--- src/rtl/cob_pkg.sv ---
// Package: shared types and encodings for the complementary output stage.
// Assumes one channel with a main and a complementary pin.
package cob_pkg;
    localparam int SEL_W   = 2;
    localparam int DATA_W  = 6;
    localparam int MODE_W  = 3;
    localparam int LANES   = 2;

    localparam logic [SEL_W-1:0]  SEL_CHAN = 2'd0;
    localparam logic [SEL_W-1:0]  SEL_MODE = 2'd1;
    localparam logic [SEL_W-1:0]  SEL_CTRL = 2'd2;

    localparam logic [MODE_W-1:0] MODE_FORCE_LO = 3'b100;
    localparam logic [MODE_W-1:0] MODE_FORCE_HI = 3'b101;

    localparam int CTRL_MOE  = 0;
    localparam int CTRL_IDLE = 1;
    localparam int CTRL_RUN  = 2;

    // Channel slot, bit0 at the bottom: en_m, en_c, pol_m, pol_c, idle_m, idle_c
    typedef struct packed {
        logic idle_c;
        logic idle_m;
        logic pol_c;
        logic pol_m;
        logic en_c;
        logic en_m;
    } chan_cfg_t;
endpackage

--- src/rtl/cob_regs.sv ---
// Module: configuration registers and the master enable with break priority.
// Assumes writes are single-cycle strobes; break is already synchronous to clk.
module cob_regs
    import cob_pkg::*;
(
    input  logic              clk,
    input  logic              rst_n,
    input  logic              brk_i,
    input  logic              wr_en,
    input  logic [SEL_W-1:0]  wr_sel,
    input  logic [DATA_W-1:0] wr_data,
    output chan_cfg_t         chan_q,
    output logic [MODE_W-1:0] mode_q,
    output logic              moe_q,
    output logic              off_idle_q,
    output logic              off_run_q
);
    logic wr_chan, wr_mode, wr_ctrl;

    // Decode which slot the current write targets.
    always_comb begin
        wr_chan = wr_en && (wr_sel == SEL_CHAN);
        wr_mode = wr_en && (wr_sel == SEL_MODE);
        wr_ctrl = wr_en && (wr_sel == SEL_CTRL);
    end

    // Hold the channel enable, polarity and idle bits.
    always_ff @(posedge clk) begin
        if (!rst_n)
            chan_q <= '0;
        else if (wr_chan)
            chan_q <= chan_cfg_t'(wr_data);
    end

    // Hold the compare-mode code.
    always_ff @(posedge clk) begin
        if (!rst_n)
            mode_q <= '0;
        else if (wr_mode)
            mode_q <= wr_data[MODE_W-1:0];
    end

    // Hold the off-state selects; break does not touch them.
    always_ff @(posedge clk) begin
        if (!rst_n) begin
            off_idle_q <= 1'b0;
            off_run_q  <= 1'b0;
        end else if (wr_ctrl) begin
            off_idle_q <= wr_data[CTRL_IDLE];
            off_run_q  <= wr_data[CTRL_RUN];
        end
    end

    // Master enable: break wins over any software write in the same cycle.
    always_ff @(posedge clk) begin
        if (!rst_n)
            moe_q <= 1'b0;
        else if (brk_i)
            moe_q <= 1'b0;
        else if (wr_ctrl)
            moe_q <= wr_data[CTRL_MOE];
    end
endmodule

--- src/rtl/cob_refsel.sv ---
// Module: picks the effective reference from the compare-mode code.
// Assumes only the two force codes override the incoming reference.
module cob_refsel
    import cob_pkg::*;
(
    input  logic [MODE_W-1:0] mode_q,
    input  logic              ref_i,
    output logic              ref_eff
);
    // Force low, force high, or pass the reference through.
    always_comb begin
        unique case (mode_q)
            MODE_FORCE_LO: ref_eff = 1'b0;
            MODE_FORCE_HI: ref_eff = 1'b1;
            default:       ref_eff = ref_i;
        endcase
    end
endmodule

--- src/rtl/cob_conflict.sv ---
// Module: masks an unused channel and flags an idle pair sitting at active levels.
// Assumes the active level of a pin is the inverse of its polarity bit.
module cob_conflict
    import cob_pkg::*;
(
    input  chan_cfg_t chan_q,
    output chan_cfg_t chan_eff,
    output logic      chan_any,
    output logic      both_active
);
    // Treat polarity and idle bits as zero when the channel is unused.
    always_comb begin
        chan_any = chan_q.en_m | chan_q.en_c;
        chan_eff = chan_any ? chan_q : '0;
    end

    // Raise the flag when both idle bits would put their pins at the active level.
    always_comb begin
        both_active = (chan_eff.idle_m ^ chan_eff.pol_m) &
                      (chan_eff.idle_c ^ chan_eff.pol_c);
    end
endmodule

--- src/rtl/cob_pin.sv ---
// Module: per-pin drive decision for value and output-enable.
// Assumes a released pin reports value 0 alongside enable 0.
module cob_pin (
    input  logic moe,
    input  logic chan_any,
    input  logic own_en,
    input  logic pol,
    input  logic idle,
    input  logic flip,
    input  logic run_val,
    input  logic off_run,
    input  logic off_idle,
    output logic pin_val,
    output logic pin_oe
);
    // Choose between run drive, run off-state, idle drive and release.
    always_comb begin
        pin_val = 1'b0;
        pin_oe  = 1'b0;
        if (chan_any) begin
            if (moe) begin
                if (own_en) begin
                    pin_val = run_val ^ pol;
                    pin_oe  = 1'b1;
                end else if (off_run) begin
                    pin_val = pol;
                    pin_oe  = 1'b1;
                end
            end else if (off_idle) begin
                pin_val = idle ^ flip;
                pin_oe  = 1'b1;
            end
        end
    end
endmodule

--- src/rtl/cob_top.sv ---
// Module: complementary output stage with break-driven safe state.
// Assumes brk_i and ref_i are synchronous to clk; pins are combinational
// from registered configuration and the reference.
module cob_top
    import cob_pkg::*;
(
    input  logic              clk,
    input  logic              rst_n,
    input  logic              brk_i,
    input  logic              ref_i,
    input  logic              wr_en,
    input  logic [SEL_W-1:0]  wr_sel,
    input  logic [DATA_W-1:0] wr_data,
    output logic              main_o,
    output logic              main_oe_o,
    output logic              comp_o,
    output logic              comp_oe_o
);
    chan_cfg_t         chan_q, chan_eff;
    logic [MODE_W-1:0] mode_q;
    logic              moe_q, off_idle_q, off_run_q;
    logic              ref_eff, chan_any, both_active;
    logic [LANES-1:0]  lane_en, lane_pol, lane_idle, lane_run, lane_val, lane_oe;

    cob_regs u_regs (
        .clk(clk), .rst_n(rst_n), .brk_i(brk_i),
        .wr_en(wr_en), .wr_sel(wr_sel), .wr_data(wr_data),
        .chan_q(chan_q), .mode_q(mode_q), .moe_q(moe_q),
        .off_idle_q(off_idle_q), .off_run_q(off_run_q)
    );

    cob_refsel u_refsel (.mode_q(mode_q), .ref_i(ref_i), .ref_eff(ref_eff));

    cob_conflict u_conflict (
        .chan_q(chan_q), .chan_eff(chan_eff),
        .chan_any(chan_any), .both_active(both_active)
    );

    // Gather per-lane controls: lane 0 is main, lane 1 is the complement.
    always_comb begin
        lane_en   = {chan_eff.en_c,   chan_eff.en_m};
        lane_pol  = {chan_eff.pol_c,  chan_eff.pol_m};
        lane_idle = {chan_eff.idle_c, chan_eff.idle_m};
        lane_run  = {~ref_eff,        ref_eff};
    end

    for (genvar g = 0; g < LANES; g++) begin : g_lane
        cob_pin u_pin (
            .moe(moe_q), .chan_any(chan_any), .own_en(lane_en[g]),
            .pol(lane_pol[g]), .idle(lane_idle[g]), .flip(both_active),
            .run_val(lane_run[g]), .off_run(off_run_q), .off_idle(off_idle_q),
            .pin_val(lane_val[g]), .pin_oe(lane_oe[g])
        );
    end

    // Map lanes onto the pin ports.
    always_comb begin
        main_o    = lane_val[0];
        main_oe_o = lane_oe[0];
        comp_o    = lane_val[1];
        comp_oe_o = lane_oe[1];
    end
endmodule

--- config.mk ---
export PLATFORM = sky130hd
export DESIGN_NAME = cob_top
export DESIGN_NICKNAME = d
export VERILOG_FILES = /design/src/rtl/cob_pkg.sv /design/src/rtl/cob_regs.sv /design/src/rtl/cob_refsel.sv /design/src/rtl/cob_conflict.sv /design/src/rtl/cob_pin.sv /design/src/rtl/cob_top.sv
export SDC_FILE = /design/constraint.sdc
export NUM_CORES = 1
export LEC_CHECK = 0
export ABC_AREA = 0
export CAP_MARGIN = 15
export CELL_PAD_IN_SITES_DETAIL_PLACEMENT = 0
export CELL_PAD_IN_SITES_GLOBAL_PLACEMENT = 1
export CORE_MARGIN = 4
export CORE_UTILIZATION = 25
export DETAILED_ROUTE_END_ITERATION = 12
export DONT_BUFFER_PORTS = 1
export GPL_TIMING_DRIVEN = 0
export PLACE_DENSITY_LB_ADDON = 0.1
export SLEW_MARGIN = 20
export SYNTH_ARGS = -nofsm -noshare
export SYNTH_HDL_FRONTEND = slang
export SYNTH_SLANG_ARGS = --single-unit
--- constraint.sdc ---
create_clock -name clk -period 2.3 [get_ports clk]
set_input_delay 0.23 -clock clk [delete_from_list [all_inputs] [get_ports clk]]
set_output_delay 0.23 -clock clk [all_outputs]
set_load 0.01 [all_outputs]
==> reports/qor.txt <==
OUTCOME
--------------------------------------------------------------------------------------------------
Outcome ............................................................................. finished, final reports clean

SYNTHESIS
--------------------------------------------------------------------------------------------------
Post-synthesis cell type count ......................................................           24
Synth Instances .....................................................................           73
Yosys synthesis warning count .......................................................            0
Synthesized net count ...............................................................           86
FF+latch count, synth ...............................................................           12
Area of the mapped netlist ..........................................................    679 sq um
Sequential cell area fraction in the yosys report ...................................        0.354
Avg Synthesized Cell Area ...........................................................   9.31 sq um

ROUTING
--------------------------------------------------------------------------------------------------
Via-per-instance ratio ..............................................................         4.72
Post-route ant nets .................................................................            0
Overall via count from detail_route .................................................          500
DRC violations left .................................................................            0
Wire length per cell ................................................................      13.6 um
Number of DRC markers in iteration 0 ................................................            5
WL final ............................................................................      1450 um
Pre-Repair DR Iteration Count .......................................................            4

CTS
--------------------------------------------------------------------------------------------------
Cts bufs inserted ...................................................................            3
Post CTS Setup Buffer Count .........................................................            0
Cts-stage hold buffer count .........................................................            0
Clk sinks ...........................................................................           12
Clk Latency, worst-skew pair ........................................................      0.26 ns
Max Buffers Root-to-Sink ............................................................            2
Clock transition time at the flip-flop clock pins of the worst setup and hold paths .      0.07 ns
Number of cells upsized or downsized after cts ......................................            0
Clock root buffer ................................................................... sky130_fd_sc_hd__clkbuf_4
CTS tree ............................................................................         done
H-Tree Level Count ..................................................................            1

CRITICAL PATH
--------------------------------------------------------------------------------------------------
Reg2Reg Setup Slack .................................................................      1.50 ns
Critical path peak fanout ...........................................................            3
Critical path startpoint category ...................................................     register
Arr. time, crit path ................................................................      1.50 ns
Data required time at the worst endpoint ............................................      2.07 ns
Crit. End Element ...................................................................  output port
Startpoint-to-endpoint class of the critical path ...................................   reg -> out
Reg2reg path depth ..................................................................            2

TIMING
--------------------------------------------------------------------------------------------------
Maximum clock skew at final layout ..................................................         0 ns
Tmin final ..........................................................................      1.73 ns
Max Slew Vio Count ..................................................................            0
Unrepaired setup endpoints after global routing .....................................           no
Final total negative setup slack ....................................................         0 ns
Max-slew headroom at the worst pin ..................................................        0.694
Transition time at the pin with the least slew margin ...............................     0.458 ns
Worst hold-check slack ..............................................................    0.0300 ns
Share of the clock period used by the worst path after layout .......................        0.751
Final count of hold timing violations ...............................................            0
Final-report setup violation count ..................................................            0
Fmax ................................................................................      579 MHz

GLOBAL ROUTING
--------------------------------------------------------------------------------------------------
Vias in the first global route ......................................................          526
Total congestion overflow ...........................................................            0
Global-route total usage across every layer .........................................       0.0926
Antenna violations before repair ....................................................            0
Wire length of the first global-routing pass ........................................      2460 um
Maximum number of pins on one net before global-route repair ........................           11

PLACED DESIGN
--------------------------------------------------------------------------------------------------
Placed Instance Area ................................................................    717 sq um
Final weighted congestion in routability-driven placement ...........................        0.660
Buffers on Ports ....................................................................            0

POWER
--------------------------------------------------------------------------------------------------
Static leakage power ................................................................     0.291 nW
Worst VDD drop ......................................................................   0.000275 V
Pwr per Cell Area ...................................................................  520 nW/um^2

FLOORPLAN
--------------------------------------------------------------------------------------------------
Height of the die ...................................................................      60.1 um
Die X ...............................................................................      60.1 um
Site row count ......................................................................           18
Overall die area ....................................................................   3620 sq um
Starting utilization of the core area ...............................................        0.267
Top-level port count ................................................................           17
Core region area ....................................................................   2540 sq um

LAYOUT
--------------------------------------------------------------------------------------------------
Most frequent standard cell in the layout excluding fill and tap cells .............. sky130_fd_sc_hd__mux2i_1
Layout cell share with drive strength beyond 1 ......................................        0.105
Commonest non-fill, non-tap cells in the layout ..................................... sky130_fd_sc_hd__mux2i_1 (14), sky130_fd_sc_hd__dfxtp_1 (12), sky130_fd_sc_hd__nor2b_1 (11)
Area of all placed cells without fillers ............................................    739 sq um
Layout Area Growth over Synthesis ...................................................        8.84%
Final net count .....................................................................           91
Number of diodes added for antenna fixing ...........................................            0
# fillers ...........................................................................          286

MIN PATH
--------------------------------------------------------------------------------------------------
Type of the tightest min-delay check ................................................    in -> reg
Cell depth of the worst min-delay path ..............................................            1

RUN
--------------------------------------------------------------------------------------------------
# Max-Cap Violations ................................................................            0

cell families after synthesis:
logic type,share of synthesized area
AOI/OAI and AO/OA,0.0902
xor gates and xnor gates,0.0258
buffers and inverters,0.0295
DFF,0.354
muxes,0.206
and+or+nand+nor,0.295
cell usage after synthesis, drive strengths merged:
master,number,share of area
nor2b,11,0.10
and3,1,0.011
nand2,2,0.011
nand3b,2,0.022
dfxtp,12,0.35
nor2,10,0.055
nand2b,2,0.029
a21oi,3,0.022
o32a,1,0.015
inv,1,0.0055
a2bb2oi,1,0.013
buf,2,0.018
o21ai,1,0.0074
a31oi,1,0.0092
mux2i,14,0.21
and4b,1,0.015
clkbuf,1,0.0055
a31o,1,0.013
nor3b,3,0.050
o31ai,1,0.011
xor2,2,0.026
path summary, 6_finish.rpt:
path | end | start
worst min register to register | u_regs.mode_q[1] | u_regs.mode_q[1]
worst max-delay path | main_o | u_regs.mode_q[1]
worst min-delay path | u_regs.moe_q | brk_i
worst max register to register | u_regs.moe_q | u_regs.moe_q
worst max-delay path, stage by stage, from the launching register on:
cell                       delay [ns]
sky130_fd_sc_hd__dfxtp_1         0.31
sky130_fd_sc_hd__nand2b_4        0.15
sky130_fd_sc_hd__mux2i_1         0.15
sky130_fd_sc_hd__a31o_1          0.23
sky130_fd_sc_hd__o32a_1          0.39
through the flow:
stage	setup WS (ns)	cells	util	power [mW]
floorplan	0.922	73	-	0.259
global placement	0.860	103	0.282	0.267
detailed placement	0.861	103	0.282	0.267
CTS	0.553	106	0.291	0.393
global route	0.484	106	0.291	0.413
finish	0.572	106	0.291	0.385
report_power, final:
group | switching [mW] | internal (mW)
Sequential | 0.00590 | 0.214
Combinational | 0.0189 | 0.0219
Clock | 0.0631 | 0.0605
routing by layer:
metal	vias to the layer above	wire (um)	GRT usage
met1	230	653	0.103
met4	0	13	0.0570
met5	-	0	0
li1	261	-	-
met3	2	91	0.0346
met2	7	687	0.148
layout make-up:
| class | count | area [sq um] | share of cell area |
|---|---|---|---|
| Sequential cell | 12 | 240 | 0.325 |
| Buffer | 3 | 16.3 | 0.0220 |
| Inverter | 1 | 3.75 | 0.00508 |
| Tap cell | 30 | 37.5 | 0.0508 |
| Clock buffer | 3 | 22.5 | 0.0305 |
| Multi-Input combinational cell | 57 | 419 | 0.567 |
flip-flops by register name (all words and copies together) (netlist names):
register and cells:
u_regs.chan_q 6, u_regs.mode_q 3, u_regs.moe_q 1, u_regs.off_idle_q 1, u_regs.off_run_q 1
No activity file was read; power rests on OpenSTA's default activity.
